### src/rtl/cbuf_pkg.sv
package cbuf_pkg;
  function automatic int unsigned wrap_inc(int unsigned idx, int unsigned depth);
    return (idx == depth - 1) ? 0 : idx + 1;
  endfunction
endpackage

### src/rtl/cbuf_ptr.sv
module cbuf_ptr #(
  parameter int DEPTH = 8,
  localparam int IdxW = $clog2(DEPTH)
) (
  input  logic            clk_i,
  input  logic            rst_ni,
  input  logic            adv_i,
  output logic [IdxW-1:0] idx_o
);
  logic [IdxW-1:0] idx_q;

  always_ff @(posedge clk_i or negedge rst_ni) begin
    if (!rst_ni)    idx_q <= '0;
    else if (adv_i) idx_q <= IdxW'(cbuf_pkg::wrap_inc(int'(idx_q), DEPTH));
  end

  assign idx_o = idx_q;
endmodule

### src/rtl/cbuf_occ.sv
module cbuf_occ #(
  parameter int DEPTH = 8,
  localparam int CntW = $clog2(DEPTH) + 1
) (
  input  logic            clk_i,
  input  logic            rst_ni,
  input  logic            inc_i,
  input  logic            dec_i,
  output logic [CntW-1:0] cnt_o,
  output logic            full_o
);
  logic [CntW-1:0] cnt_q;

  always_ff @(posedge clk_i or negedge rst_ni) begin
    if (!rst_ni) cnt_q <= '0;
    else if (inc_i && !dec_i) cnt_q <= cnt_q + 1'b1;
    else if (dec_i && !inc_i) cnt_q <= cnt_q - 1'b1;
  end

  assign cnt_o  = cnt_q;
  assign full_o = (cnt_q == CntW'(DEPTH));
endmodule

### src/rtl/cbuf_slots.sv
module cbuf_slots #(
  parameter int DEPTH  = 8,
  parameter int DATA_W = 32,
  localparam int IdxW  = $clog2(DEPTH)
) (
  input  logic              clk_i,
  input  logic              rst_ni,
  input  logic              clr_a_i,
  input  logic [IdxW-1:0]   clr_a_idx_i,
  input  logic              fill_i,
  input  logic [IdxW-1:0]   fill_idx_i,
  input  logic [DATA_W-1:0] fill_data_i,
  input  logic              clr_d_i,
  input  logic [IdxW-1:0]   clr_d_idx_i,
  input  logic [IdxW-1:0]   rd_idx_i,
  output logic              rd_valid_o,
  output logic [DATA_W-1:0] rd_data_o
);
  logic [DEPTH-1:0]  vld_q;
  logic [DATA_W-1:0] dat_q [DEPTH];

  for (genvar i = 0; i < DEPTH; i++) begin : g_slot
    logic hit_a, hit_f, hit_d;
    assign hit_a = clr_a_i && (clr_a_idx_i == IdxW'(i));
    assign hit_f = fill_i  && (fill_idx_i  == IdxW'(i));
    assign hit_d = clr_d_i && (clr_d_idx_i == IdxW'(i));

    // priority mirrors port order: dequeue over fill over allocate
    always_ff @(posedge clk_i or negedge rst_ni) begin
      if (!rst_ni)    vld_q[i] <= 1'b0;
      else if (hit_d) vld_q[i] <= 1'b0;
      else if (hit_f) vld_q[i] <= 1'b1;
      else if (hit_a) vld_q[i] <= 1'b0;
    end

    always_ff @(posedge clk_i or negedge rst_ni) begin
      if (!rst_ni)    dat_q[i] <= '0;
      else if (hit_f) dat_q[i] <= fill_data_i;
    end
  end

  logic byp_fill, byp_clr;
  assign byp_fill = fill_i  && (fill_idx_i  == rd_idx_i);
  assign byp_clr  = clr_a_i && (clr_a_idx_i == rd_idx_i);

  always_comb begin
    if (byp_fill)     rd_valid_o = 1'b1;
    else if (byp_clr) rd_valid_o = 1'b0;
    else              rd_valid_o = vld_q[rd_idx_i];
    rd_data_o = byp_fill ? fill_data_i : dat_q[rd_idx_i];
  end
endmodule

### src/rtl/cbuf_top.sv
module cbuf_top #(
  parameter int DEPTH  = 8,
  parameter int DATA_W = 32,
  localparam int IdxW  = $clog2(DEPTH),
  localparam int CntW  = $clog2(DEPTH) + 1
) (
  input  logic              clk_i,
  input  logic              rst_ni,
  input  logic              alloc_req_i,
  output logic              alloc_ready_o,
  output logic [IdxW-1:0]   alloc_tok_o,
  input  logic              fill_valid_i,
  input  logic [IdxW-1:0]   fill_tok_i,
  input  logic [DATA_W-1:0] fill_data_i,
  output logic              res_valid_o,
  output logic [DATA_W-1:0] res_data_o,
  input  logic              deq_i
);
  logic [IdxW-1:0] ins_idx, rem_idx;
  logic [CntW-1:0] cnt_q;
  logic            full, alloc_fire, deq_fire, head_live, slot_vld;

  assign alloc_ready_o = !full;
  assign alloc_fire    = alloc_req_i && !full;
  assign alloc_tok_o   = ins_idx;
  // count as seen after this cycle's allocation
  assign head_live     = (cnt_q != '0) || alloc_fire;
  assign res_valid_o   = head_live && slot_vld;
  assign deq_fire      = deq_i && res_valid_o;

  cbuf_ptr #(.DEPTH(DEPTH)) u_ins (
    .clk_i(clk_i), .rst_ni(rst_ni), .adv_i(alloc_fire), .idx_o(ins_idx)
  );

  cbuf_ptr #(.DEPTH(DEPTH)) u_rem (
    .clk_i(clk_i), .rst_ni(rst_ni), .adv_i(deq_fire), .idx_o(rem_idx)
  );

  cbuf_occ #(.DEPTH(DEPTH)) u_occ (
    .clk_i(clk_i), .rst_ni(rst_ni), .inc_i(alloc_fire), .dec_i(deq_fire),
    .cnt_o(cnt_q), .full_o(full)
  );

  cbuf_slots #(.DEPTH(DEPTH), .DATA_W(DATA_W)) u_slots (
    .clk_i(clk_i), .rst_ni(rst_ni),
    .clr_a_i(alloc_fire), .clr_a_idx_i(ins_idx),
    .fill_i(fill_valid_i), .fill_idx_i(fill_tok_i), .fill_data_i(fill_data_i),
    .clr_d_i(deq_fire), .clr_d_idx_i(rem_idx),
    .rd_idx_i(rem_idx), .rd_valid_o(slot_vld), .rd_data_o(res_data_o)
  );
endmodule

### config.mk
export PLATFORM = sky130hd
export DESIGN_NAME = cbuf_top
export DESIGN_NICKNAME = d
export VERILOG_FILES = /design/src/rtl/cbuf_pkg.sv /design/src/rtl/cbuf_ptr.sv /design/src/rtl/cbuf_occ.sv /design/src/rtl/cbuf_slots.sv /design/src/rtl/cbuf_top.sv
export SDC_FILE = /design/constraint.sdc
export NUM_CORES = 1
export LEC_CHECK = 0
export BUFFER_PORTS_ARGS = -buffer_cell sky130_fd_sc_hd__buf_2
export CORE_MARGIN = 1.5
export CORE_UTILIZATION = 40
export CTS_BUF_LIST = sky130_fd_sc_hd__clkbuf_4 sky130_fd_sc_hd__clkbuf_8
export DETAILED_ROUTE_END_ITERATION = 10
export PLACE_DENSITY = 0.53
export SKIP_CTS_REPAIR_TIMING = 1
export SLEW_MARGIN = 20
export SYNTH_ARGS = -nofsm -noshare
export SYNTH_HDL_FRONTEND = slang
export SYNTH_HIERARCHICAL = 1
export SYNTH_SLANG_ARGS = --single-unit
### constraint.sdc
create_clock -name clk_i -period 4.6 [get_ports clk_i]
set_input_delay 0.69 -clock clk_i [delete_from_list [all_inputs] [get_ports clk_i]]
set_output_delay 0.69 -clock clk_i [all_outputs]
set_load 0.01 [all_outputs]
==> results by group, run 1 <==
Route
  – Drt drc: 0
  – Remaining antenna violation count: 0
  – Post-detailed-route wirelength per cell: 20.3 um
  – Total number of vias: 7701
  – Post-detailed-routing wire length: 29400 um
  – Via count normalized by instance count: 5.32
  – DRC marker count from the first detailed-route iteration: 379
  – Number of search-and-repair iterations in the first detailed-routing pass: 4

Placed design
  – Half-perimeter wire length of the detailed placement result: 15900 um
  – Port Buf Inserts: 76
  – Gpl congestion: 0.722
  – Setup slack after placement: 1220 ps

Synth
  – Most numerous cell in the Yosys netlist: sky130_fd_sc_hd__dfrtp_1
  – Post-synthesis share of cell area spent on xor and xnor gates: 0.531%
  – Cell area after technology mapping: 0.0132 mm2
  – Largest cells by area after synthesis: sky130_fd_sc_hd__dfrtp_1 (52%), sky130_fd_sc_hd__mux2_2 (22%), sky130_fd_sc_hd__mux4_2 (7.0%), sky130_fd_sc_hd__mux4_1 (3.4%), sky130_fd_sc_hd__nand2b_1 (1.7%)
  – Main flop type after synthesis: sky130_fd_sc_hd__dfrtp_1
  – Yosys synthesis warning count: 6
  – Count of different cell masters after synthesis: 46
  – Portion of the post-synthesis area used by sequential elements: 51.9%
  – Fraction of post-synthesis cell area in the top cell type by area: 51.9%
  – Post-Synthesis Net Count: 934
  – Number of enable-type register cells in the synthesized netlist: 0
  – Combinational family with the most area after synthesis: multiplexers
  – Mean cell area of the mapped netlist: 14.9 um2
  – Post-Synth Simple-Gate Area: 6.01%
  – Synthesized instance count: 886
  – Area share of fa/ha/maj cells after synthesis: 0.815%
  – Post-synthesis mux area share: 34.3%
  – Post-synth top cells: sky130_fd_sc_hd__dfrtp_1 (274), sky130_fd_sc_hd__mux2_2 (253), sky130_fd_sc_hd__mux4_2 (41), sky130_fd_sc_hd__nand2_1 (41), sky130_fd_sc_hd__nor2_1 (36)
  – Seq cells post-synth: 274
  – Cell accounting for the most synthesized area: sky130_fd_sc_hd__dfrtp_1
  – Compound-gate portion of the synthesized area: 2.81%
  – Async SR Flop Fraction: 100%

Clock network
  – Maximum level of the CTS H-tree: 2
  – Clock-pin slew on the worst setup and hold paths: 60 ps
  – Number of sinks handled by clock tree synthesis: 274
  – CTS max path bufs: 3
  – Clock root cell: sky130_fd_sc_hd__clkbuf_8
  – Inserted Clock Buffers: 49
  – Clock tree from TritonCTS: done
  – Clk_lat worst skew: 560 ps

Timing
  – Post-layout min period: 3740 ps
  – Worst slew margin relative to its limit: 29.9%
  – Final number of setup-violating endpoints: 0
  – Final hold violation count: 0
  – Setup TNS: 0 ps
  – Final WS setup: 858 ps
  – Max-slew violations: 0
  – Final critical-path share of the clock period: 81.3%
  – Worst slew pin tran: 1050 ps
  – Largest clock skew in the final design: 4.43 ps
  – RSZ-0062 raised after global routing: false
  – Fmax: 0.267 GHz

Outcome
  – Run status: finished, final reports clean

Setup path
  – Worst-path maximum fanout: 64
  – Cell type group with the largest total delay on the critical path: flip-flops
  – Critical path class: reg -> out
  – Max stage delay cell, worst path: sky130_fd_sc_hd__dfrtp_2
  – Crit start category: register
  – Crit path required time: 3910 ps
  – Critical path's largest stage delay: 900 ps
  – R2r setup slk: 1190 ps
  – Worst endpoint data arrival time: 3050 ps
  – Critical path, cell by cell: xnor2_1 > nand4_1 > buf_4 > nor2_1 > a31oi_1 > buf_2
  – Count of buffering cells on the critical path with inverters included: 2
  – Critical Path Sink Type: output port

GRT
  – Gr ovfl total: 0
  – Via count of the first global-routing pass: 8053
  – Wire length of the first global-routing pass: 46900 um
  – Maximum number of pins on one net before global-route repair: 120
  – Number of antenna violations at the first check in global routing: 1
  – Total global-route track usage: 18.0%

Floorplan
  – Full die area: 0.0341 mm2
  – Std cell rows: 66
  – Die width: 185 um
  – Area of the core: 0.0325 mm2
  – Io pins: 77
  – Starting density of the core: 40.6%
  – Vert. Die Dim: 185 um

Pwr
  – Static power due to leakage: 6.40 nW
  – Power Density: 597 mW/mm2
  – Maximum vdd ir drop: 321 uV

Hold path
  – Class of the most critical hold timing path: in -> async

Run
  – Number of max-cap violations: 0

Layout
  – Net count reported at finish: 1014
  – Area added between synthesis and finish: 13.5%
  – Fraction of final layout cells sized beyond drive strength 1: 49.5%
## metrics by stage
stage               cell area (um2)  util (%)  cells  power [mW]  hold WS, ps
finish                        15000      46.1   1447        8.95          176
global route                  15000      46.1   1446        9.55          234
CTS                           15000      46.1   1446        9.11          252
detailed placement            13900      42.8   1357        6.66          469
global placement              13900      42.8   1357        6.63          461
floorplan                     13200         -    886        5.79          394
## logic make-up (layout without fill, tap and decap cells)
group           Yosys count  in the layout
fa+ha+maj                 8              8
simple gates            141            141
other cells               0              1
mux                     329            329
xor+xnor                  8              8
buf+inv                  68            186
compound gates           58             58
flops                   274            274
## flip-flops by register name, indices dropped and copies added, names as in the netlist
signal         flops
u_occ/cnt_o        4
u_rem/idx_o        3
u_ins/idx_o        3
u_slots/vld_q      8
u_slots/dat_q    256
## final timing paths
check,from,cells after the start,end
setup / recovery,u_rem/idx_o[0],6,res_data_o[24]
hold / removal,rst_ni,1,u_slots/vld_q[5]
setup reg to reg,u_occ/cnt_o[0],15,u_occ/cnt_o[3]
hold reg to reg,u_slots/dat_q[223],1,u_slots/dat_q[223]
max in group asynchronous,rst_ni,2,u_slots/dat_q[212]
min in group clk_i,fill_data_i[31],2,u_slots/dat_q[223]
## where the power goes
part | internal, mW | switching [mW] | total, mW
clock network | 1.38 | 1.00 | 2.39
logic | 1.71 | 1.41 | 3.13
registers | 3.00 | 0.442 | 3.44
total | 6.09 | 2.86 | 8.95
## metal layers
layer	GRT usage, %	vias to the layer above	part of all wire [%]
met2	29.7	123	48
met5	0	-	0
li1	-	3463	-
met1	24.7	4072	46
met3	3.34	43	4.3
met4	4.33	0	1.6
## worst reg2reg max path, delay by kind of cell (launching register included)
| family | cells | cell delay, ps |
|---|---|---|
| buffers and inverters | 3 | 350 |
| AND/OR/NAND/NOR | 6 | 1390 |
| AO/OA/AOI/OAI | 4 | 530 |
| flip-flops | 1 | 470 |
| adder cells (fa/ha/maj) | 2 | 550 |
## final cells by class
cell class | instances | area (um2)
fillers | 3023 | 17500
clock inverters | 8 | 56.3
diodes | 1 | 2.50
flip-flops and latches | 274 | 6870
inverters | 7 | 26.3
well taps | 442 | 553
repair buffers | 90 | 571
multi-input cells | 544 | 5900
clock buffers | 81 | 1010
## placed cells by master (no fill, tap or decap), types with 3 or more instances in the layout
master	n
sky130_fd_sc_hd__dfrtp_1	271
sky130_fd_sc_hd__mux2_2	253
sky130_fd_sc_hd__buf_2	75
sky130_fd_sc_hd__clkbuf_8	64
sky130_fd_sc_hd__nand2_1	41
sky130_fd_sc_hd__mux4_2	41
sky130_fd_sc_hd__nor2_1	36
sky130_fd_sc_hd__nand2b_1	35
sky130_fd_sc_hd__a31oi_1	32
sky130_fd_sc_hd__clkbuf_4	17
sky130_fd_sc_hd__mux4_1	17
sky130_fd_sc_hd__a21oi_1	10
sky130_fd_sc_hd__buf_4	8
sky130_fd_sc_hd__mux4_4	8
sky130_fd_sc_hd__mux2_1	8
sky130_fd_sc_hd__inv_1	7
sky130_fd_sc_hd__o21ai_0	7
sky130_fd_sc_hd__ha_1	7
sky130_fd_sc_hd__buf_12	6
sky130_fd_sc_hd__xnor2_1	6
sky130_fd_sc_hd__clkinv_2	5
sky130_fd_sc_hd__nand3b_1	5
sky130_fd_sc_hd__nor2b_1	4
sky130_fd_sc_hd__a32oi_1	4
sky130_fd_sc_hd__nand3_1	3
sky130_fd_sc_hd__nand4b_4	3
Power figures use the tool's default switching activity.
==> run 2, diff against run 1 <==
- clock period: 4.6 -> 3.61 ns (I/O delays scaled with it)
==> results by group, run 2 (synthesis gave the netlist of run 1 again) <==
Clock network
  – Clock root cell: sky130_fd_sc_hd__clkbuf_8 (unchanged)
  – Clock-pin slew on the worst setup and hold paths: 60 ps (about the same)
  – Inserted Clock Buffers: 49 (unchanged)
  – Clk_lat worst skew: 550 ps (was 560 ps)
  – Number of sinks handled by clock tree synthesis: 274 (unchanged)
  – CTS max path bufs: 3 (unchanged)
  – Clock tree from TritonCTS: done (unchanged)
  – Maximum level of the CTS H-tree: 2 (unchanged)

Timing
  – Post-layout min period: 3360 ps
  – Worst slew margin relative to its limit: 42.7% (was 29.9%)
  – Worst hold margin: 328 ps (was 176 ps)
  – Final hold violation count: 0 (unchanged)
  – Fmax: 0.297 GHz
  – Setup TNS: 0 ps (unchanged)
  – Max-slew violations: 0 (unchanged)
  – Worst slew pin tran: 860 ps (was 1050 ps)
  – RSZ-0062 raised after global routing: false (unchanged)
  – Largest clock skew in the final design: 2.37 ps (was 4.43 ps)
  – Final critical-path share of the clock period: 93.2%
  – Final number of setup-violating endpoints: 0 (unchanged)

Layout
  – Area added between synthesis and finish: 13.5% (about the same)
  – Biggest register: u_slots/dat_q (unchanged)
  – Most frequent cells in the layout: sky130_fd_sc_hd__dfrtp_1 (271), sky130_fd_sc_hd__mux2_2 (253), sky130_fd_sc_hd__buf_2 (75) (unchanged)
  – Design Area, Final: 0.0150 mm2 (about the same)
  – Largest register FFs: 256 (unchanged)
  – Fraction of final layout cells sized beyond drive strength 1: 49.6% (was 49.5%)
  – Fill cell instance count of the final layout: 2986 (was 3023)
  – Count of antenna diodes in the layout: 0 (was 1)
  – Most common cell after layout, fill and taps aside: sky130_fd_sc_hd__dfrtp_1 (unchanged)
  – Net count reported at finish: 1020 (was 1014)

Setup path
  – Crit start category: register (unchanged)
  – Critical Path Sink Type: output port (unchanged)
  – Depth of the worst register-to-register path: 15 (unchanged)
  – Capture point of the critical path: res_data_o[14] (was res_data_o[24])
  – Worst endpoint data arrival time: 2820 ps (was 3050 ps)
  – R2r setup slk: 300 ps (was 1190 ps)
  – Worst reg2reg path startpoint: u_occ/cnt_o[0] (unchanged)
  – Crit path required time: 3070 ps (was 3910 ps)
  – Worst Setup SP: u_rem/idx_o[1] (was u_rem/idx_o[0])
  – Critical path class: reg -> out (unchanged)
  – Reg2Reg Capture Point: u_occ/cnt_o[3] (unchanged)
  – Worst-path maximum fanout: 63 (was 64)

Floorplan
  – Starting density of the core: 40.6% (unchanged)
  – Area of the core: 0.0325 mm2 (unchanged)
  – Die width: 185 um (unchanged)
  – Std cell rows: 66 (unchanged)
  – Full die area: 0.0341 mm2 (unchanged)
  – Vert. Die Dim: 185 um (unchanged)
  – Io pins: 77 (unchanged)

Hold path
  – Class of the most critical hold timing path: in -> reg (was in -> async)

Route
  – Drt drc: 0 (unchanged)
  – Number of search-and-repair iterations in the first detailed-routing pass: 5 (was 4)
  – Post-detailed-route wirelength per cell: 20.1 um (was 20.3 um)
  – Total number of vias: 7655 (was 7701)
  – Remaining antenna violation count: 0 (unchanged)
  – Post-detailed-routing wire length: 29200 um (was 29400 um)
  – Via count normalized by instance count: 5.29 (was 5.32)
  – DRC marker count from the first detailed-route iteration: 387 (was 379)

Placed design
  – Port Buf Inserts: 76 (unchanged)
  – Post-place instance area: 0.0140 mm2 (was 0.0139 mm2)
  – Gpl congestion: 0.732 (was 0.722)
  – Half-perimeter wire length of the detailed placement result: 15900 um (about the same)

GRT
  – Number of antenna violations at the first check in global routing: 0 (was 1)
  – Wire length of the first global-routing pass: 47000 um (was 46900 um)
  – Via count of the first global-routing pass: 8028 (was 8053)
  – Maximum number of pins on one net before global-route repair: 85 (was 120)
  – Total global-route track usage: 18.0% (about the same)
  – Gr ovfl total: 0 (unchanged)

Pwr
  – Maximum vdd ir drop: 404 uV (was 321 uV)
  – Power Density: 755 mW/mm2 (was 597 mW/mm2)
  – Static power due to leakage: 6.41 nW (was 6.40 nW)

Outcome
  – Run status: finished, final reports clean (unchanged)

Run
  – Number of max-cap violations: 0 (unchanged)
-- run 2: worst max-delay path, cell delays in order (launching register included) --
cell	delay [ps]
sky130_fd_sc_hd__dfrtp_4	580
sky130_fd_sc_hd__buf_12	440
sky130_fd_sc_hd__mux4_4	700
sky130_fd_sc_hd__nand2b_1	110
sky130_fd_sc_hd__a31oi_1	150
sky130_fd_sc_hd__buf_2	230
-- run 2: how the worst min path moves through the flow --
stage / start / to / slack (ps) / cells past startpoint
after detailed placement: u_slots/dat_q[223] / u_slots/dat_q[223] / 470 / 1
after global routing: fill_data_i[18] / u_slots/dat_q[146] / 320 / 2
after global placement: u_slots/dat_q[223] / u_slots/dat_q[223] / 470 / 1
after CTS: rst_ni / u_occ/cnt_o[3] / -110 / 1
final: fill_data_i[31] / u_slots/dat_q[223] / 330 / 2
after floorplan: rst_ni / u_ins/idx_o[0] / 250 / 0
-- run 2: area by class of cell --
cell class | count | area, um2 | area share, %
Clock buffer | 78 | 973 | 6.50
Tap cell | 442 | 553 | 3.69
Clock inverter | 6 | 33.8 | 0.226
Inverter | 7 | 26.3 | 0.175
Sequential cell | 274 | 6870 | 45.8
Multi-Input combinational cell | 544 | 5910 | 39.5
Timing Repair Buffer | 96 | 618 | 4.13
-- run 2: where the power goes --
group	total (mW)	switching [mW]	leakage, nW	internal [mW]
clock network	2.94	1.25	0.543	1.70
logic	4.05	1.86	2.58	2.19
registers	4.32	0.505	3.28	3.82
-- run 2: per-layer routing --
metal	GRT usage, %	wire length (um)
met1	24.8	13500
met2	29.4	13900
met3	2.87	1130
met4	5.04	597
met5	0	0
-- run 2: per-stage QoR --
stage / setup slack (ps) / utilization [%] / cells / power [mW]
floorplan: 180 / - / 886 / 7.38
global placement: 339 / 42.9 / 1362 / 8.45
detailed placement: 229 / 42.9 / 1362 / 8.51
CTS: 162 / 46.0 / 1446 / 11.5
global route: 7.01 / 46.0 / 1447 / 12.1
finish: 247 / 46.0 / 1447 / 11.3
==> run 3, diff against run 2 <==
- CELL_PAD_IN_SITES_DETAIL_PLACEMENT: unset -> 0
- CELL_PAD_IN_SITES_GLOBAL_PLACEMENT: unset -> 1
- CTS_CLUSTER_DIAMETER: unset -> 60
- PLACE_DENSITY: 0.53 -> 0.61
- SYNTH_HIERARCHICAL: 1 -> unset
==> results by group, run 3 <==
Setup path
  – Worst-path maximum fanout: 69 (was 63)
  – Crit start category: register (unchanged)
  – Depth of the worst register-to-register path: 13 (was 15)
  – Reg2Reg Capture Point: u_occ.cnt_o[3] (was u_occ/cnt_o[3])
  – Critical Path Sink Type: output port (unchanged)
  – Worst reg2reg path startpoint: u_occ.cnt_o[0] (was u_occ/cnt_o[0])
  – R2r setup slk: 690 ps (was 300 ps)
  – Critical path class: reg -> out (unchanged)
  – Worst endpoint data arrival time: 2730 ps (was 2820 ps)
  – Crit path required time: 3070 ps (about the same)

Clock network
  – Clock-pin slew on the worst setup and hold paths: 50 ps (was 60 ps)
  – Clk_lat worst skew: 540 ps (was 550 ps)
  – Maximum level of the CTS H-tree: 2 (unchanged)
  – CTS max path bufs: 3 (unchanged)
  – Clock root cell: sky130_fd_sc_hd__clkbuf_8 (unchanged)
  – Number of sinks handled by clock tree synthesis: 274 (unchanged)
  – Clock tree from TritonCTS: done (unchanged)
  – Inserted Clock Buffers: 48 (was 49)

Layout
  – Design Area, Final: 0.0148 mm2 (was 0.0150 mm2)
  – Biggest register: u_slots.dat_q (was u_slots/dat_q)
  – Utilization of the core after routing: 46.6% (was 46.0%)
  – Fraction of final layout cells sized beyond drive strength 1: 53.0% (was 49.6%)
  – Most common cell after layout, fill and taps aside: sky130_fd_sc_hd__dfrtp_1 (unchanged)
  – Area added between synthesis and finish: 14.0% (was 13.5%)
  – Filler-free cell count of the finished design: 1378 (was 1447)
  – Net count reported at finish: 1003 (was 1020)
  – Largest register FFs: 256 (unchanged)
  – Most frequent cells in the layout: sky130_fd_sc_hd__dfrtp_1 (272), sky130_fd_sc_hd__mux2_2 (257), sky130_fd_sc_hd__buf_2 (75) (was sky130_fd_sc_hd__dfrtp_1 (271), sky130_fd_sc_hd__mux2_2 (253), sky130_fd_sc_hd__buf_2 (75))

Route
  – Post-detailed-routing wire length: 28900 um (was 29200 um)
  – Via count normalized by instance count: 5.39 (was 5.29)
  – Remaining antenna violation count: 0 (unchanged)
  – Post-detailed-route wirelength per cell: 21.0 um (was 20.1 um)
  – Number of search-and-repair iterations in the first detailed-routing pass: 5 (unchanged)
  – DRC marker count from the first detailed-route iteration: 266 (was 387)
  – Total number of vias: 7424 (was 7655)
  – Drt drc: 0 (unchanged)

Hold path
  – Class of the most critical hold timing path: in -> reg (unchanged)
  – End point of the worst hold path: u_slots.vld_q[6] (was u_slots/dat_q[223])
  – Worst Hold Launch: deq_i (was fill_data_i[31])
  – Worst Hold Depth: 2 (unchanged)

Pwr
  – Power Density: 777 mW/mm2 (was 755 mW/mm2)
  – Static power due to leakage: 6.40 nW (was 6.41 nW)
  – Maximum vdd ir drop: 536 uV (was 404 uV)

Synth
  – Number of enable-type register cells in the synthesized netlist: 0 (unchanged)
  – Most numerous cell in the Yosys netlist: sky130_fd_sc_hd__dfrtp_1 (unchanged)
  – Count of different cell masters after synthesis: 48 (was 46)
  – Post-synth top cells: sky130_fd_sc_hd__dfrtp_1 (274), sky130_fd_sc_hd__mux2_2 (257), sky130_fd_sc_hd__mux4_2 (64) (was sky130_fd_sc_hd__dfrtp_1 (274), sky130_fd_sc_hd__mux2_2 (253), sky130_fd_sc_hd__mux4_2 (41), sky130_fd_sc_hd__nand2_1 (41), sky130_fd_sc_hd__nor2_1 (36))
  – Main flop type after synthesis: sky130_fd_sc_hd__dfrtp_1 (unchanged)
  – Yosys synthesis warning count: 0 (was 6)
  – Portion of the post-synthesis area used by sequential elements: 52.9% (was 51.9%)
  – Post-Synthesis Net Count: 911 (was 934)
  – Mean cell area of the mapped netlist: 15.2 um2 (was 14.9 um2)
  – Cell area after technology mapping: 0.0130 mm2 (was 0.0132 mm2)
  – Largest cells by area after synthesis: sky130_fd_sc_hd__dfrtp_1 (53%), sky130_fd_sc_hd__mux2_2 (22%), sky130_fd_sc_hd__mux4_2 (11%), sky130_fd_sc_hd__mux2i_1 (2.9%), sky130_fd_sc_hd__ha_1 (1.4%) (was sky130_fd_sc_hd__dfrtp_1 (52%), sky130_fd_sc_hd__mux2_2 (22%), sky130_fd_sc_hd__mux4_2 (7.0%), sky130_fd_sc_hd__mux4_1 (3.4%), sky130_fd_sc_hd__nand2b_1 (1.7%))
  – Cell accounting for the most synthesized area: sky130_fd_sc_hd__dfrtp_1 (unchanged)
  – Async SR Flop Fraction: 100% (unchanged)
  – Fraction of post-synthesis cell area in the top cell type by area: 52.9% (was 51.9%)
  – Seq cells post-synth: 274 (unchanged)
  – Synthesized instance count: 855 (was 886)

GRT
  – Maximum number of pins on one net before global-route repair: 81 (was 85)
  – Via count of the first global-routing pass: 7831 (was 8028)
  – Gr ovfl total: 0 (unchanged)
  – Wire length of the first global-routing pass: 46400 um (was 47000 um)
  – Total global-route track usage: 18.0% (about the same)
  – Number of antenna violations at the first check in global routing: 1 (was 0)

Timing
  – Post-layout min period: 3280 ps (was 3360 ps)
  – Worst slew pin tran: 740 ps (was 860 ps)
  – Final number of setup-violating endpoints: 0 (unchanged)
  – Final critical-path share of the clock period: 90.8% (was 93.2%)
  – Worst slew margin relative to its limit: 50.7% (was 42.7%)
  – Fmax: 0.305 GHz (was 0.297 GHz)
  – Largest clock skew in the final design: 9.09 ps (was 2.37 ps)
  – Final hold violation count: 0 (unchanged)
  – RSZ-0062 raised after global routing: false (unchanged)
  – Max-slew violations: 0 (unchanged)
  – Worst hold margin: 318 ps (was 328 ps)
  – Setup TNS: 0 ps (unchanged)

Run
  – Number of max-cap violations: 0 (unchanged)

Placed design
  – Post-place instance area: 0.0138 mm2 (was 0.0140 mm2)
  – Port Buf Inserts: 76 (unchanged)
  – Gpl congestion: 0.748 (was 0.732)
  – Number of instances in the placed design: 1298 (was 1362)
  – Half-perimeter wire length of the detailed placement result: 15900 um (about the same)

Outcome
  – Run status: finished, final reports clean (unchanged)

Floorplan
  – Area of the core: 0.0317 mm2 (was 0.0325 mm2)
  – Vert. Die Dim: 183 um (was 185 um)
  – Std cell rows: 65 (was 66)
  – Die width: 183 um (was 185 um)
  – Starting density of the core: 40.9% (was 40.6%)
  – Full die area: 0.0335 mm2 (was 0.0341 mm2)
  – Io pins: 77 (unchanged)
## run 3: changes by cell type in the layout (fill, tap and decap cells not counted), sizes merged, moves of 4 or more
cell     delta
nor2b       -4
a31oi      -32
nand2b     -33
a2bb2oi     +4
nand3b      -4
a21boi      +6
mux2i      +35
nand2      -34
a21oi      +27
ha          +8
a32oi       -4
## run 3: how the worst max path moves through the flow
stage                         startpoint             end  depth (start not counted)
final                     u_rem.idx_o[0]  res_data_o[31]                          5
after global routing      u_rem.idx_o[0]  res_data_o[12]                          5
after CTS                 u_rem.idx_o[0]  res_data_o[12]                          5
after detailed placement  u_occ.cnt_o[0]  u_occ.cnt_o[3]                         13
after global placement    u_occ.cnt_o[1]  u_occ.cnt_o[3]                         13
after floorplan           u_occ.cnt_o[1]  u_occ.cnt_o[3]                         13
## run 3: critical path: stages, from the launching register on
cell and delay (ps):
sky130_fd_sc_hd__dfrtp_4 470, sky130_fd_sc_hd__buf_12 480, sky130_fd_sc_hd__mux4_2 580, sky130_fd_sc_hd__mux2i_1 320, sky130_fd_sc_hd__a21oi_1 120, sky130_fd_sc_hd__buf_2 180
## run 3: logic make-up (layout without fill, tap and decap cells)
kind of cell,after synthesis,in the layout,synth area share [%]
mux,360,360,36.5
xor+xnor,10,10,0.676
buf+inv,67,187,2.52
other cells,0,1,0
fa+ha+maj,16,16,1.60
simple gates,69,69,2.71
flops,274,274,52.9
compound gates,59,59,3.09
## run 3: final cells by class
class	instances	area, um2
multi-input cells	514	5800
flip-flops and latches	274	6860
diodes	1	2.50
repair buffers	99	603
fillers	2868	16900
clock buffers	75	945
clock inverters	3	21.3
well taps	402	503
inverters	10	37.5
## run 3: metrics by stage
| step | total power [mW] | setup WS (ps) |
|---|---|---|
| floorplan | 7.46 | 651 |
| global placement | 8.69 | 706 |
| detailed placement | 8.74 | 675 |
| finish | 11.5 | 334 |
| CTS | 11.7 | 256 |
| global route | 12.3 | 153 |
## run 3: power by group
part           total, mW  leakage (nW)  internal [mW]  switching, mW
clock               2.88         0.512           1.64           1.24
sequential          4.26          3.29           3.82          0.435
combinational       4.35          2.60           2.33           2.02
total               11.5          6.40           7.80           3.69
## run 3: layer usage
| layer | global-route usage (%) | vias to the layer above | wire, um |
|---|---|---|---|
| li1 | - | 3347 | - |
| met1 | 25.5 | 3901 | 13700 |
| met2 | 28.7 | 127 | 13500 |
| met3 | 3.04 | 49 | 1160 |
| met4 | 4.66 | 0 | 543 |
| met5 | 0 | - | 0 |
